**config.mk**
```make
export PLATFORM = sky130hd
export DESIGN_NAME = smc_wait_seq
export DESIGN_NICKNAME = d
export VERILOG_FILES = /design/src/rtl/smc_wait_pkg.sv /design/src/rtl/smc_wait_sync.sv /design/src/rtl/smc_wait_fsm.sv /design/src/rtl/smc_wait_seq.sv
export SDC_FILE = /design/constraint.sdc
export NUM_CORES = 1
export LEC_CHECK = 0
export BUFFER_PORTS_ARGS = -buffer_cell sky130_fd_sc_hd__buf_2
export CELL_PAD_IN_SITES_DETAIL_PLACEMENT = 0
export CELL_PAD_IN_SITES_GLOBAL_PLACEMENT = 2
export CORE_UTILIZATION = 36
export CTS_CLUSTER_DIAMETER = 60
export DETAILED_ROUTE_END_ITERATION = 8
export HOLD_SLACK_MARGIN = 0.05
export PLACE_DENSITY_LB_ADDON = 0.1
export SKIP_CTS_REPAIR_TIMING = 1
export SYNTH_ARGS = -nofsm -noshare
export SYNTH_HDL_FRONTEND = slang
export SYNTH_SLANG_ARGS = --single-unit
```
**constraint.sdc**
```tcl
create_clock -name clk_i -period 2.15 [get_ports clk_i]
set_input_delay 0.43 -clock clk_i [delete_from_list [all_inputs] [get_ports clk_i]]
set_output_delay 0.43 -clock clk_i [all_outputs]
set_load 0.005 [all_outputs]
```
**src/rtl/smc_wait_pkg.sv**
```systemverilog
package smc_wait_pkg;
  typedef enum logic [2:0] {
    ST_IDLE,
    ST_COUNT,
    ST_STALL,
    ST_TAIL,
    ST_LAST
  } seq_state_e;
endpackage

```
**src/rtl/smc_wait_sync.sv**
```systemverilog
module smc_wait_sync #(
  parameter int STAGES = 2
) (
  input  logic clk_i,
  input  logic rst_ni,
  input  logic d_i,
  output logic q_o
);
  logic [STAGES-1:0] ff_q;

  always_ff @(posedge clk_i or negedge rst_ni) begin
    if (!rst_ni) ff_q <= '1;
    else         ff_q <= {ff_q[STAGES-2:0], d_i};
  end

  assign q_o = ff_q[STAGES-1];
endmodule

```
**src/rtl/smc_wait_fsm.sv**
```systemverilog
module smc_wait_fsm
  import smc_wait_pkg::*;
#(
  parameter int WST_W       = 4,
  parameter int MIN_WST     = 3,
  parameter int WIN_OPEN    = 3,
  parameter int TAIL_CYC    = 5,
  parameter int STALL_LIMIT = 16383
) (
  input  logic             clk_i,
  input  logic             rst_ni,
  input  logic             start_i,
  input  logic             write_i,
  input  logic [WST_W-1:0] rd_wst_i,
  input  logic [WST_W-1:0] wr_wst_i,
  input  logic             wait_act_i,
  output logic             cs_no,
  output logic             oe_no,
  output logic             we_no,
  output logic             done_o,
  output logic             timeout_o
);
  localparam int STALL_W = $clog2(STALL_LIMIT + 1);
  localparam int TAIL_W  = (TAIL_CYC > 1) ? $clog2(TAIL_CYC) : 1;
  localparam logic [WST_W-1:0]   MIN_V   = WST_W'(MIN_WST);
  localparam logic [WST_W-1:0]   WIN_V   = WST_W'(WIN_OPEN);
  localparam logic [STALL_W-1:0] STALL_V = STALL_W'(STALL_LIMIT - 1);
  localparam logic [TAIL_W-1:0]  TAIL_V  = TAIL_W'(TAIL_CYC - 1);

  seq_state_e         state_q;
  logic [WST_W-1:0]   cnt_q;
  logic [STALL_W-1:0] stall_q;
  logic [TAIL_W-1:0]  tail_q;
  logic               arm_q, write_q, to_q, done_q;

  logic [WST_W-1:0] n_raw, n_eff;
  logic             in_win, arm_now;

  assign n_raw   = write_i ? wr_wst_i : rd_wst_i;
  assign n_eff   = (n_raw < MIN_V) ? MIN_V : n_raw;
  assign in_win  = (cnt_q <= WIN_V);
  assign arm_now = arm_q | (in_win & wait_act_i);

  always_ff @(posedge clk_i or negedge rst_ni) begin
    if (!rst_ni) begin
      state_q <= ST_IDLE;
      cnt_q   <= '0;
      stall_q <= '0;
      tail_q  <= '0;
      arm_q   <= 1'b0;
      write_q <= 1'b0;
      to_q    <= 1'b0;
      done_q  <= 1'b0;
    end else begin
      done_q <= (state_q == ST_LAST);
      unique case (state_q)
        ST_IDLE: if (start_i) begin
          write_q <= write_i;
          cnt_q   <= n_eff;
          arm_q   <= 1'b0;
          stall_q <= '0;
          to_q    <= 1'b0;
          state_q <= ST_COUNT;
        end
        ST_COUNT: begin
          arm_q <= arm_now;
          if (cnt_q == WST_W'(1)) state_q <= arm_now ? ST_STALL : ST_LAST;
          else                    cnt_q   <= cnt_q - 1'b1;
        end
        ST_STALL: begin
          if (!wait_act_i) begin
            tail_q  <= TAIL_V;
            state_q <= ST_TAIL;
          end else if (stall_q == STALL_V) begin
            to_q    <= 1'b1;
            tail_q  <= TAIL_V;
            state_q <= ST_TAIL;
          end else begin
            stall_q <= stall_q + 1'b1;
          end
        end
        ST_TAIL: begin
          if (tail_q == '0) state_q <= ST_LAST;
          else              tail_q  <= tail_q - 1'b1;
        end
        ST_LAST: state_q <= ST_IDLE;
        default: state_q <= ST_IDLE;
      endcase
    end
  end

  assign cs_no     = (state_q == ST_IDLE);
  assign oe_no     = (state_q == ST_IDLE) | write_q;
  assign we_no     = (state_q == ST_IDLE) | ~write_q | (state_q == ST_LAST);
  assign done_o    = done_q;
  assign timeout_o = to_q;
endmodule

```
**src/rtl/smc_wait_seq.sv**
```systemverilog
module smc_wait_seq #(
  parameter int WST_W       = 4,
  parameter int SYNC_STAGES = 2,
  parameter int TAIL_CYC    = 5,
  parameter int STALL_LIMIT = 16383
) (
  input  logic             clk_i,
  input  logic             rst_ni,
  input  logic             start_i,
  input  logic             write_i,
  input  logic [WST_W-1:0] rd_wst_i,
  input  logic [WST_W-1:0] wr_wst_i,
  input  logic             wait_ni,
  output logic             cs_no,
  output logic             oe_no,
  output logic             we_no,
  output logic             done_o,
  output logic             timeout_o
);
  logic wait_sync_n;

  smc_wait_sync #(.STAGES(SYNC_STAGES)) i_sync (
    .clk_i (clk_i),
    .rst_ni(rst_ni),
    .d_i   (wait_ni),
    .q_o   (wait_sync_n)
  );

  smc_wait_fsm #(
    .WST_W      (WST_W),
    .MIN_WST    (3),
    .WIN_OPEN   (3),
    .TAIL_CYC   (TAIL_CYC),
    .STALL_LIMIT(STALL_LIMIT)
  ) i_fsm (
    .clk_i     (clk_i),
    .rst_ni    (rst_ni),
    .start_i   (start_i),
    .write_i   (write_i),
    .rd_wst_i  (rd_wst_i),
    .wr_wst_i  (wr_wst_i),
    .wait_act_i(~wait_sync_n),
    .cs_no     (cs_no),
    .oe_no     (oe_no),
    .we_no     (we_no),
    .done_o    (done_o),
    .timeout_o (timeout_o)
  );
endmodule

```
==> flow_metrics.py, run 1 <==
metrics = {
    "yosys": {
        "synth_edf_count": 0,
        "synthTopCellsByCount": "dfrtp_1, o21ai_0, nand2_1",
        "synth_top_area_frac": 0.416,
        "yosys.area.top_type": "dfrtp_1",
        "ys_ff_latch": 30,
        "async_reset_ff_frac": 1.00,
        "synth_top_cells_by_area": "dfrtp_1, ha_1, o21ai_0",
        "yosysMostFrequentCell": "dfrtp_1",
        "ys_types": 47,
        "synthesis.area_um2": 1680,
        "ys_warn_count": 0,
        "synth_fp_nets": 196,
        "syn_avg_cell_area_um2": 9.51,
        "syn_inst": 177,
        "synth_seq_area_share": 0.448,
        "synthFlopType": "dfrtp_1",
    },
    "critical_path": {
        "crit_path_max_incr_delay_ns": 0.51,
        "rr_startpoint": "i_fsm.state_q[1]",
        "cp_cell_sequence": "or3b_1 > or2_4 > nor3_2 > a21oi_1 > a31o_1",
        "cp_max_fo": 7,
        "cpMaxStageDelayCell": "or3b_1",
        "path_class": "register to register",
        "crit_path_start": "i_fsm.state_q[1]",
        "startpoint_type": "register",
        "end_kind": "register",
        "cp.arrival_ns": 2.17,
        "cp.required_ns": 2.32,
        "r2r_setup_slack_ns": 0.15,
    },
    "pwr": {
        "leakage_nw": 0.941,
        "finalPower_w": 0.00242,
        "powerDensity_nw_per_um2": 1210,
        "ir_drop_mv": 0.610,
    },
    "floorplanning": {
        "num_rows": 24,
        "die_h_um": 70.4,
        "die-area_um2": 4950,
        "pin_count": 18,
        "core_um2": 4410,
        "initial_core_util": 0.381,
        "die_w_um": 70.4,
    },
    "job": {
        "max_cap_viol_count": 0,
    },
    "global_route": {
        "antenna_found_initial": 0,
        "grt_use_total": 0.174,
        "grt_max_degree": 31,
        "grt-ovfl-total": 0,
        "grt_pass1_wl_um": 6600,
        "first_global_vias": 1467,
    },
    "sta": {
        "timing.fmax_mhz": 501,
        "max-slew-margin-rel": 0.548,
        "worst_slack_ns": 0.154,
        "finalHoldViolations": 0,
        "clock_skew_ns": 0.00663,
        "timing.setup.tns_ns": 0,
        "tightest_slew_ns": 0.678,
        "finalMaxSlewViolations": 0,
        "rsz0062_at_grt": "no",
        "fin_crit_ns": 2.00,
        "fin_crit_sh": 0.928,
        "setup_viol": 0,
    },
    "cells_and_area": {
        "nets": 228,
        "syn_to_final_growth_pct": 19.4,
        "finalInstanceArea_um2": 2010,
        "drive_gt1_frac": 0.243,
        "antenna_cells": 0,
    },
    "route": {
        "ant_nets": 0,
        "wirelength_um": 3780,
        "firstDrtPassIters": 4,
        "drcViolationCount": 0,
        "vias": 1417,
        "detailedRoute.firstIterationViolations": 65,
        "via_per_inst": 5.41,
        "routedWlPerCell_um": 14.4,
    },
    "place": {
        "io_buffers": 17,
        "place_ws_ns": 0.160,
        "place_area_um2": 1900,
        "hpwl_um": 2810,
        "gp_congestion": 0.817,
    },
    "cts": {
        "clk_pin_slew_ns": 0.06,
        "h-tree-depth": 2,
        "cts_tree": "done",
        "root_buffer": "clkbuf_8",
        "clkSinkCount": 30,
        "clk_latency_ns": 0.28,
        "clock_path_buffers": 2,
        "cts-buffers-inserted": 5,
    },
    "run_status": {
        "status": "completed",
    },
    "hold_path": {
        "min_path_type": "input port to async pin",
    },
}
-- cell type report --
type	instances	area, um2
clock buffers	8	110
fillers	425	2400
repair buffers	32	198
inverters	8	30.0
multi-input cells	132	853
flip-flops and latches	30	753
well taps	52	65.1
-- routing by layer --
metal | routed length, um | share of wire | global-route usage
met5 | 0 | 0 | 0
met4 | 82 | 0.022 | 0.0800
met3 | 165 | 0.044 | 0.0534
met2 | 1910 | 0.51 | 0.297
met1 | 1620 | 0.43 | 0.197
-- worst max-delay path, delay by kind of cell, from the launching register on --
| kind | cells | cell delay [ns] |
|---|---|---|
| AO/OA/AOI/OAI | 2 | 0.31 |
| AND/OR/NAND/NOR | 3 | 1.16 |
| flip-flops | 1 | 0.41 |
-- cell usage in the layout (no fill, tap or decap), types with 3 or more instances in the layout --
| cell | synthesis | layout |
|---|---|---|
| inv_1 | 8 | 8 |
| dfrtp_1 | 28 | 28 |
| nor3_1 | 4 | 4 |
| or2_2 | 3 | 3 |
| nand2_1 | 14 | 14 |
| a22o_1 | 4 | 4 |
| buf_2 | 1 | 17 |
| ha_1 | 6 | 6 |
| xnor2_1 | 3 | 3 |
| or3_1 | 5 | 5 |
| and3_1 | 3 | 3 |
| buf_4 | 1 | 15 |
| nor2_1 | 10 | 10 |
| o21ai_0 | 15 | 15 |
| nand2b_1 | 3 | 3 |
| nand4_1 | 3 | 3 |
| mux2i_1 | 7 | 7 |
| a21oi_1 | 9 | 9 |
| nand3_1 | 10 | 10 |
| nor4_1 | 4 | 4 |
| clkbuf_8 | 0 | 8 |
-- sequential cells by signal, indices dropped and copies added, names as in the netlist, 2 cells and up --
signal and cells:
i_fsm.cnt_q 4, i_fsm.stall_q 14, i_fsm.state_q 3, i_fsm.tail_q 3, i_sync.ff_q 2
-- metrics by stage --
step,util,cells,hold WS (ns)
2_1_floorplan,-,177,0.134
3_3_place_gp,0.430,254,0.348
3_5_place_dp,0.430,254,0.354
4_1_cts,0.455,262,0.204
5_1_grt,0.455,262,0.227
6_report,0.455,262,0.181
-- final timing paths --
| check | endpoint | cells past startpoint |
|---|---|---|
| hold reg to reg | i_sync.ff_q[1] | 0 |
| hold / removal | i_fsm.stall_q[10] | 1 |
| setup / recovery | i_fsm.stall_q[9] | 5 |
| max in group asynchronous | i_fsm.stall_q[2] | 1 |
| setup reg to reg | i_fsm.stall_q[9] | 5 |
| min in group clk_i | i_sync.ff_q[0] | 1 |
-- kinds of logic after synthesis --
family / Yosys count / share of synthesized area
AND/OR/NAND/NOR: 74 / 0.246
AO/OA/AOI/OAI: 40 / 0.147
flip-flops: 30 / 0.448
buffers and inverters: 15 / 0.0454
multiplexers: 8 / 0.0483
adder cells (fa/ha/maj): 6 / 0.0446
XOR/XNOR: 4 / 0.0208
-- power by group --
| part | internal, W | total (W) | switching, W |
|---|---|---|---|
| clock network | 0.000323 | 0.000540 | 0.000217 |
| logic | 0.000494 | 0.00107 | 0.000577 |
| registers | 0.000708 | 0.000811 | 0.000103 |
| total | 0.00153 | 0.00242 | 0.000897 |
Power figures use the tool's default switching activity.
==> run 2: changes to the inputs <==
==> constraint.sdc (replaced) <==
create_clock -name clk_i -period 2.15 [get_ports clk_i]
set_input_delay 0.1075 -clock clk_i [delete_from_list [all_inputs] [get_ports clk_i]]
set_output_delay 0.1075 -clock clk_i [all_outputs]
set_load 0.005 [all_outputs]
==> flow_metrics.py, run 2 (synthesis gave the netlist of run 1 again) <==
metrics = {
    "run_status": {
        "status": "completed",
    },
    "floorplanning": {
        "die_w_um": 70.4,
        "pin_count": 18,
        "initial_core_util": 0.381,
        "die-area_um2": 4950,
        "core_um2": 4410,
        "num_rows": 24,
        "die_h_um": 70.4,
    },
    "sta": {
        "max-slew-margin-rel": 0.542,
        "setup_viol": 0,
        "fin_crit_ns": 1.96,
        "fin_hold_ws_ns": 0.0805,
        "tightest_slew_ns": 0.686,
        "rsz0062_at_grt": "no",
        "timing.setup.tns_ns": 0,
        "fin_crit_sh": 0.909,
        "timing.fmax_mhz": 511,
        "finalHoldViolations": 0,
        "finalMaxSlewViolations": 0,
        "clock_skew_ns": 0.00199,
    },
    "pwr": {
        "pwr-share-seq": 0.345,
        "power_frac_comb": 0.457,
        "finalPower_w": 0.00236,
        "p_sw_w": 0.000900,
        "leakage_nw": 0.929,
        "clock_power_share": 0.199,
        "switching_share": 0.381,
        "internal_power_w": 0.00146,
        "ir_drop_mv": 0.514,
        "powerDensity_nw_per_um2": 1180,
    },
    "place": {
        "place_area_um2": 1880,
        "gp_congestion": 0.850,
        "hpwl_um": 2770,
        "io_buffers": 17,
        "placed_cells": 252,
    },
    "cells_and_area": {
        "nets": 228,
        "layout_commonest_cell": "dfrtp_1",
        "syn_to_final_growth_pct": 18.6,
        "drive_gt1_frac": 0.229,
        "layout_common_cells": "dfrtp_1, buf_2, o21ai_0",
        "largest_reg_flops": 14,
        "antenna_cells": 0,
        "largest_register": "i_fsm.stall_q",
        "reg_top3": "i_fsm.stall_q: 14 flops, i_fsm.cnt_q: 4 flops",
        "finalInstanceArea_um2": 2000,
        "fin_cells": 262,
    },
    "route": {
        "wl_met2_um": 1850,
        "via_per_inst": 5.49,
        "routedWlPerCell_um": 14.4,
        "ant_nets": 0,
        "dr_wl_met3_um": 152,
        "drcViolationCount": 0,
        "detailedRoute.firstIterationViolations": 97,
        "wl_met1_um": 1710,
        "wirelength_um": 3780,
        "highest_layer": "met4",
        "firstDrtPassIters": 4,
        "vias": 1439,
    },
    "critical_path": {
        "crit_path_max_incr_delay_ns": 0.50,
        "cp_cell_sequence": "or3b_1 > or2_4 > nor3_2 > a21oi_1 > a31o_1",
        "startpoint_type": "register",
        "cp_max_fo": 7,
        "cp.arrival_ns": 2.13,
        "cpMaxStageDelayCell": "or3b_1",
        "end_kind": "register",
        "cp.required_ns": 2.32,
        "path_class": "register to register",
    },
    "cts": {
        "clk_latency_ns": 0.28,
        "cts-buffers-inserted": 5,
        "cts_tree": "done",
        "root_buffer": "clkbuf_8",
        "clk_pin_slew_ns": 0.06,
        "clock_path_buffers": 2,
        "h-tree-depth": 2,
        "clkSinkCount": 30,
    },
    "global_route": {
        "first_global_vias": 1416,
        "grt_pass1_wl_um": 6560,
        "grt-ovfl-total": 0,
        "antenna_found_initial": 0,
        "grt_max_degree": 31,
        "grt_use_total": 0.172,
    },
    "hold_path": {
        "min_path_type": "input port to register",
    },
    "job": {
        "max_cap_viol_count": 0,
    },
}
==> run 2: cell count changes in the layout (fill, tap and decap cells not counted), sizes merged <==
cell,before,now
buf,32,30
dlygate4sd3,0,2
clkbuf,8,7
clkinv,0,1
==> run 2: final cells by class <==
type / instances / area (um2)
Clock buffer: 7 / 86.3
Clock inverter: 1 / 5.00
Fill cell: 428 / 2420
Inverter: 8 / 30.0
Multi-Input combinational cell: 132 / 853
Sequential cell: 30 / 753
Tap cell: 52 / 65.1
Timing Repair Buffer: 32 / 203
==> run 2: metal layers <==
layer / vias to the layer above / global-route usage
met5: - / 0
met3: 9 / 0.0505
met1: 694 / 0.209
li1: 706 / -
met2: 30 / 0.280
met4: 0 / 0.0778
==> run 2: worst paths after layout <==
path                             startpoint           endpoint  slack [ns]  cells after the start
max in group asynchronous            rst_ni     i_fsm.cnt_q[1]        1.31                      2
max                        i_fsm.state_q[0]   i_fsm.stall_q[9]        0.19                      5
min                                 start_i   i_fsm.state_q[0]        0.08                      3
max reg2reg                i_fsm.state_q[0]   i_fsm.stall_q[9]        0.19                      5
min reg2reg                  i_sync.ff_q[0]     i_sync.ff_q[1]        0.36                      0
min in group asynchronous            rst_ni  i_fsm.stall_q[10]        0.40                      2
==> run 2: power by group through the flow <==
stage	Sequential, W	Combinational [W]	Clock, W
after floorplan	0.000796	0.000790	0
after global placement	0.000824	0.00105	0
after detailed placement	0.000824	0.00108	0
after CTS	0.000814	0.00109	0.000483
after global routing	0.000827	0.00122	0.000515
final	0.000814	0.00108	0.000469
==> run 2: critical path: cells and delay by family (launching register included) <==
kind,cells,cell delay [ns]
AOI/OAI and AO/OA,2,0.31
DFF,1,0.40
and+or+nand+nor,3,1.13
==> run 2: metrics by stage <==
step | setup slack [ns] | util
after CTS | 0.195 | 0.448
after global placement | 0.225 | 0.427
final | 0.195 | 0.452
after detailed placement | 0.227 | 0.427
after global routing | 0.0425 | 0.452
after floorplan | 0.263 | -
==> run 3: changes to the inputs <==
CORE_MARGIN = 3   (was not set)
CORE_UTILIZATION = 39   (was 36)
clock period = 2.48 ns   (was 2.15 ns; I/O delays follow)
==> flow_metrics.py, run 3 (synthesis gave the netlist of run 1 again) <==
metrics = {
    "sta": {
        "clock_skew_ns": 0.00369,
        "rsz0062_at_grt": "no",
        "finalMaxSlewViolations": 0,
        "timing.fmax_mhz": 440,
        "finalHoldViolations": 0,
        "max-slew-margin-rel": 0.537,
        "fin_crit_ns": 2.27,
        "fin_crit_sh": 0.916,
        "tightest_slew_ns": 0.690,
        "timing.setup.tns_ns": 0,
        "setup_viol": 0,
        "worst_slack_ns": 0.209,
    },
    "critical_path": {
        "startpoint_type": "register",
        "path_class": "register to register",
        "r2r_setup_slack_ns": 0.21,
        "cp.arrival_ns": 2.44,
        "crit_path_max_incr_delay_ns": 0.62,
        "r2r_cells": 5,
        "rr_startpoint": "i_fsm.stall_q[4]",
        "crit_path_end": "i_fsm.stall_q[8]",
        "cpMaxStageDelayCell": "or4_1",
        "crit_path_start": "i_fsm.stall_q[4]",
        "cp_max_fo": 11,
        "r2r_end": "i_fsm.stall_q[8]",
        "cp.required_ns": 2.65,
        "end_kind": "register",
        "cp_cell_sequence": "nand4_1 > or4_1 > a21oi_1 > o311ai_0 > o41ai_1",
    },
    "global_route": {
        "grt_pass1_wl_um": 6010,
        "first_global_vias": 1314,
        "grt_max_degree": 31,
        "grt-ovfl-total": 0,
        "grt_use_total": 0.152,
        "antenna_found_initial": 0,
    },
    "cts": {
        "cts-buffers-inserted": 5,
        "clkSinkCount": 30,
        "clk_latency_ns": 0.28,
        "clk_pin_slew_ns": 0.07,
        "clock_path_buffers": 2,
        "cts_tree": "done",
        "h-tree-depth": 2,
        "root_buffer": "clkbuf_8",
    },
    "floorplanning": {
        "die_h_um": 71.7,
        "die_w_um": 71.7,
        "pin_count": 18,
        "num_rows": 23,
        "die-area_um2": 5140,
        "core_um2": 4090,
        "initial_core_util": 0.412,
    },
    "cells_and_area": {
        "reg_top3": "i_fsm.stall_q: 14 flops, i_fsm.cnt_q: 4 flops",
        "syn_to_final_growth_pct": 14.4,
        "fillers": 400,
        "antenna_cells": 0,
        "finalInstanceArea_um2": 1930,
        "drive_gt1_frac": 0.194,
        "largest_register": "i_fsm.stall_q",
        "largest_reg_flops": 14,
        "fin_util": 0.471,
        "layout_commonest_cell": "dfrtp_1",
        "nets": 219,
        "layout_common_cells": "dfrtp_1, buf_2, o21ai_0",
    },
    "pwr": {
        "switching_share": 0.385,
        "powerDensity_nw_per_um2": 1010,
        "leakage_nw": 0.884,
        "p_sw_w": 0.000751,
        "clock_power_share": 0.207,
        "power_frac_comb": 0.415,
        "ir_drop_mv": 0.476,
        "finalPower_w": 0.00195,
        "pwr-share-seq": 0.378,
        "internal_power_w": 0.00120,
    },
    "route": {
        "firstDrtPassIters": 4,
        "drcViolationCount": 0,
        "ant_nets": 0,
        "wirelength_um": 3550,
        "routedWlPerCell_um": 14.2,
        "via_per_inst": 5.47,
        "detailedRoute.firstIterationViolations": 72,
        "vias": 1374,
    },
    "job": {
        "max_cap_viol_count": 0,
    },
    "place": {
        "place_area_um2": 1810,
        "hpwl_um": 2630,
        "place_ws_ns": 0.202,
        "gp_congestion": 0.816,
        "io_buffers": 17,
    },
    "run_status": {
        "status": "completed",
    },
    "hold_path": {
        "min_path_type": "input port to register",
    },
}
==> run 3: cell count changes in the layout (fill, tap and decap cells not counted) <==
cell / delta
buf_4: -9
==> run 3: worst min-delay path by stage <==
stage,endpoint,depth (start not counted),startpoint,slack (ns)
after detailed placement,i_fsm.stall_q[11],1,rst_ni,0.22
after CTS,i_fsm.stall_q[11],1,rst_ni,-0.09
after global placement,i_fsm.stall_q[11],1,rst_ni,0.21
final,i_fsm.state_q[0],3,start_i,0.1
after floorplan,i_fsm.arm_q,0,rst_ni,-0.17
after global routing,i_fsm.state_q[0],3,start_i,0.08
==> run 3: layout make-up <==
class	instances	area, um2	area share
timing repair buffer	23	135	0.0702
clock buffer	7	86.3	0.0448
sequential	30	753	0.391
clock inverter	1	5.00	0.00260
tap	50	62.6	0.0325
inverter	8	30.0	0.0156
multi-input combinational	132	853	0.443
==> run 3: critical path, delay by kind of cell, from the launching register on <==
kind	cells	cell delay, ns
AO/OA/AOI/OAI	3	0.91
flip-flops	1	0.43
AND/OR/NAND/NOR	2	0.82
==> run 3: layer usage <==
metal  part of all wire  track usage  vias up
li1                   -            -      687
met1               0.43        0.180      656
met2               0.51        0.258       23
met3              0.037       0.0449        8
met4              0.019       0.0564        0
met5                  0            0        -
==> run 3: power by group through the flow <==
stage          Sequential, W  Clock (W)  Combinational [W]
6_report            0.000736   0.000404           0.000809
3_5_place_dp        0.000747          0           0.000819
2_1_floorplan       0.000690          0           0.000684
3_3_place_gp        0.000747          0           0.000804
5_1_grt             0.000763   0.000440           0.000930
4_1_cts             0.000738   0.000421           0.000821
==> run 3: per-stage QoR <==
| step | hold slack (ns) | cells |
|---|---|---|
| after floorplan | -0.172 | 177 |
| after global placement | 0.207 | 241 |
| after detailed placement | 0.225 | 241 |
| after CTS | -0.0896 | 249 |
| after global routing | 0.0814 | 251 |
| final | 0.0966 | 251 |
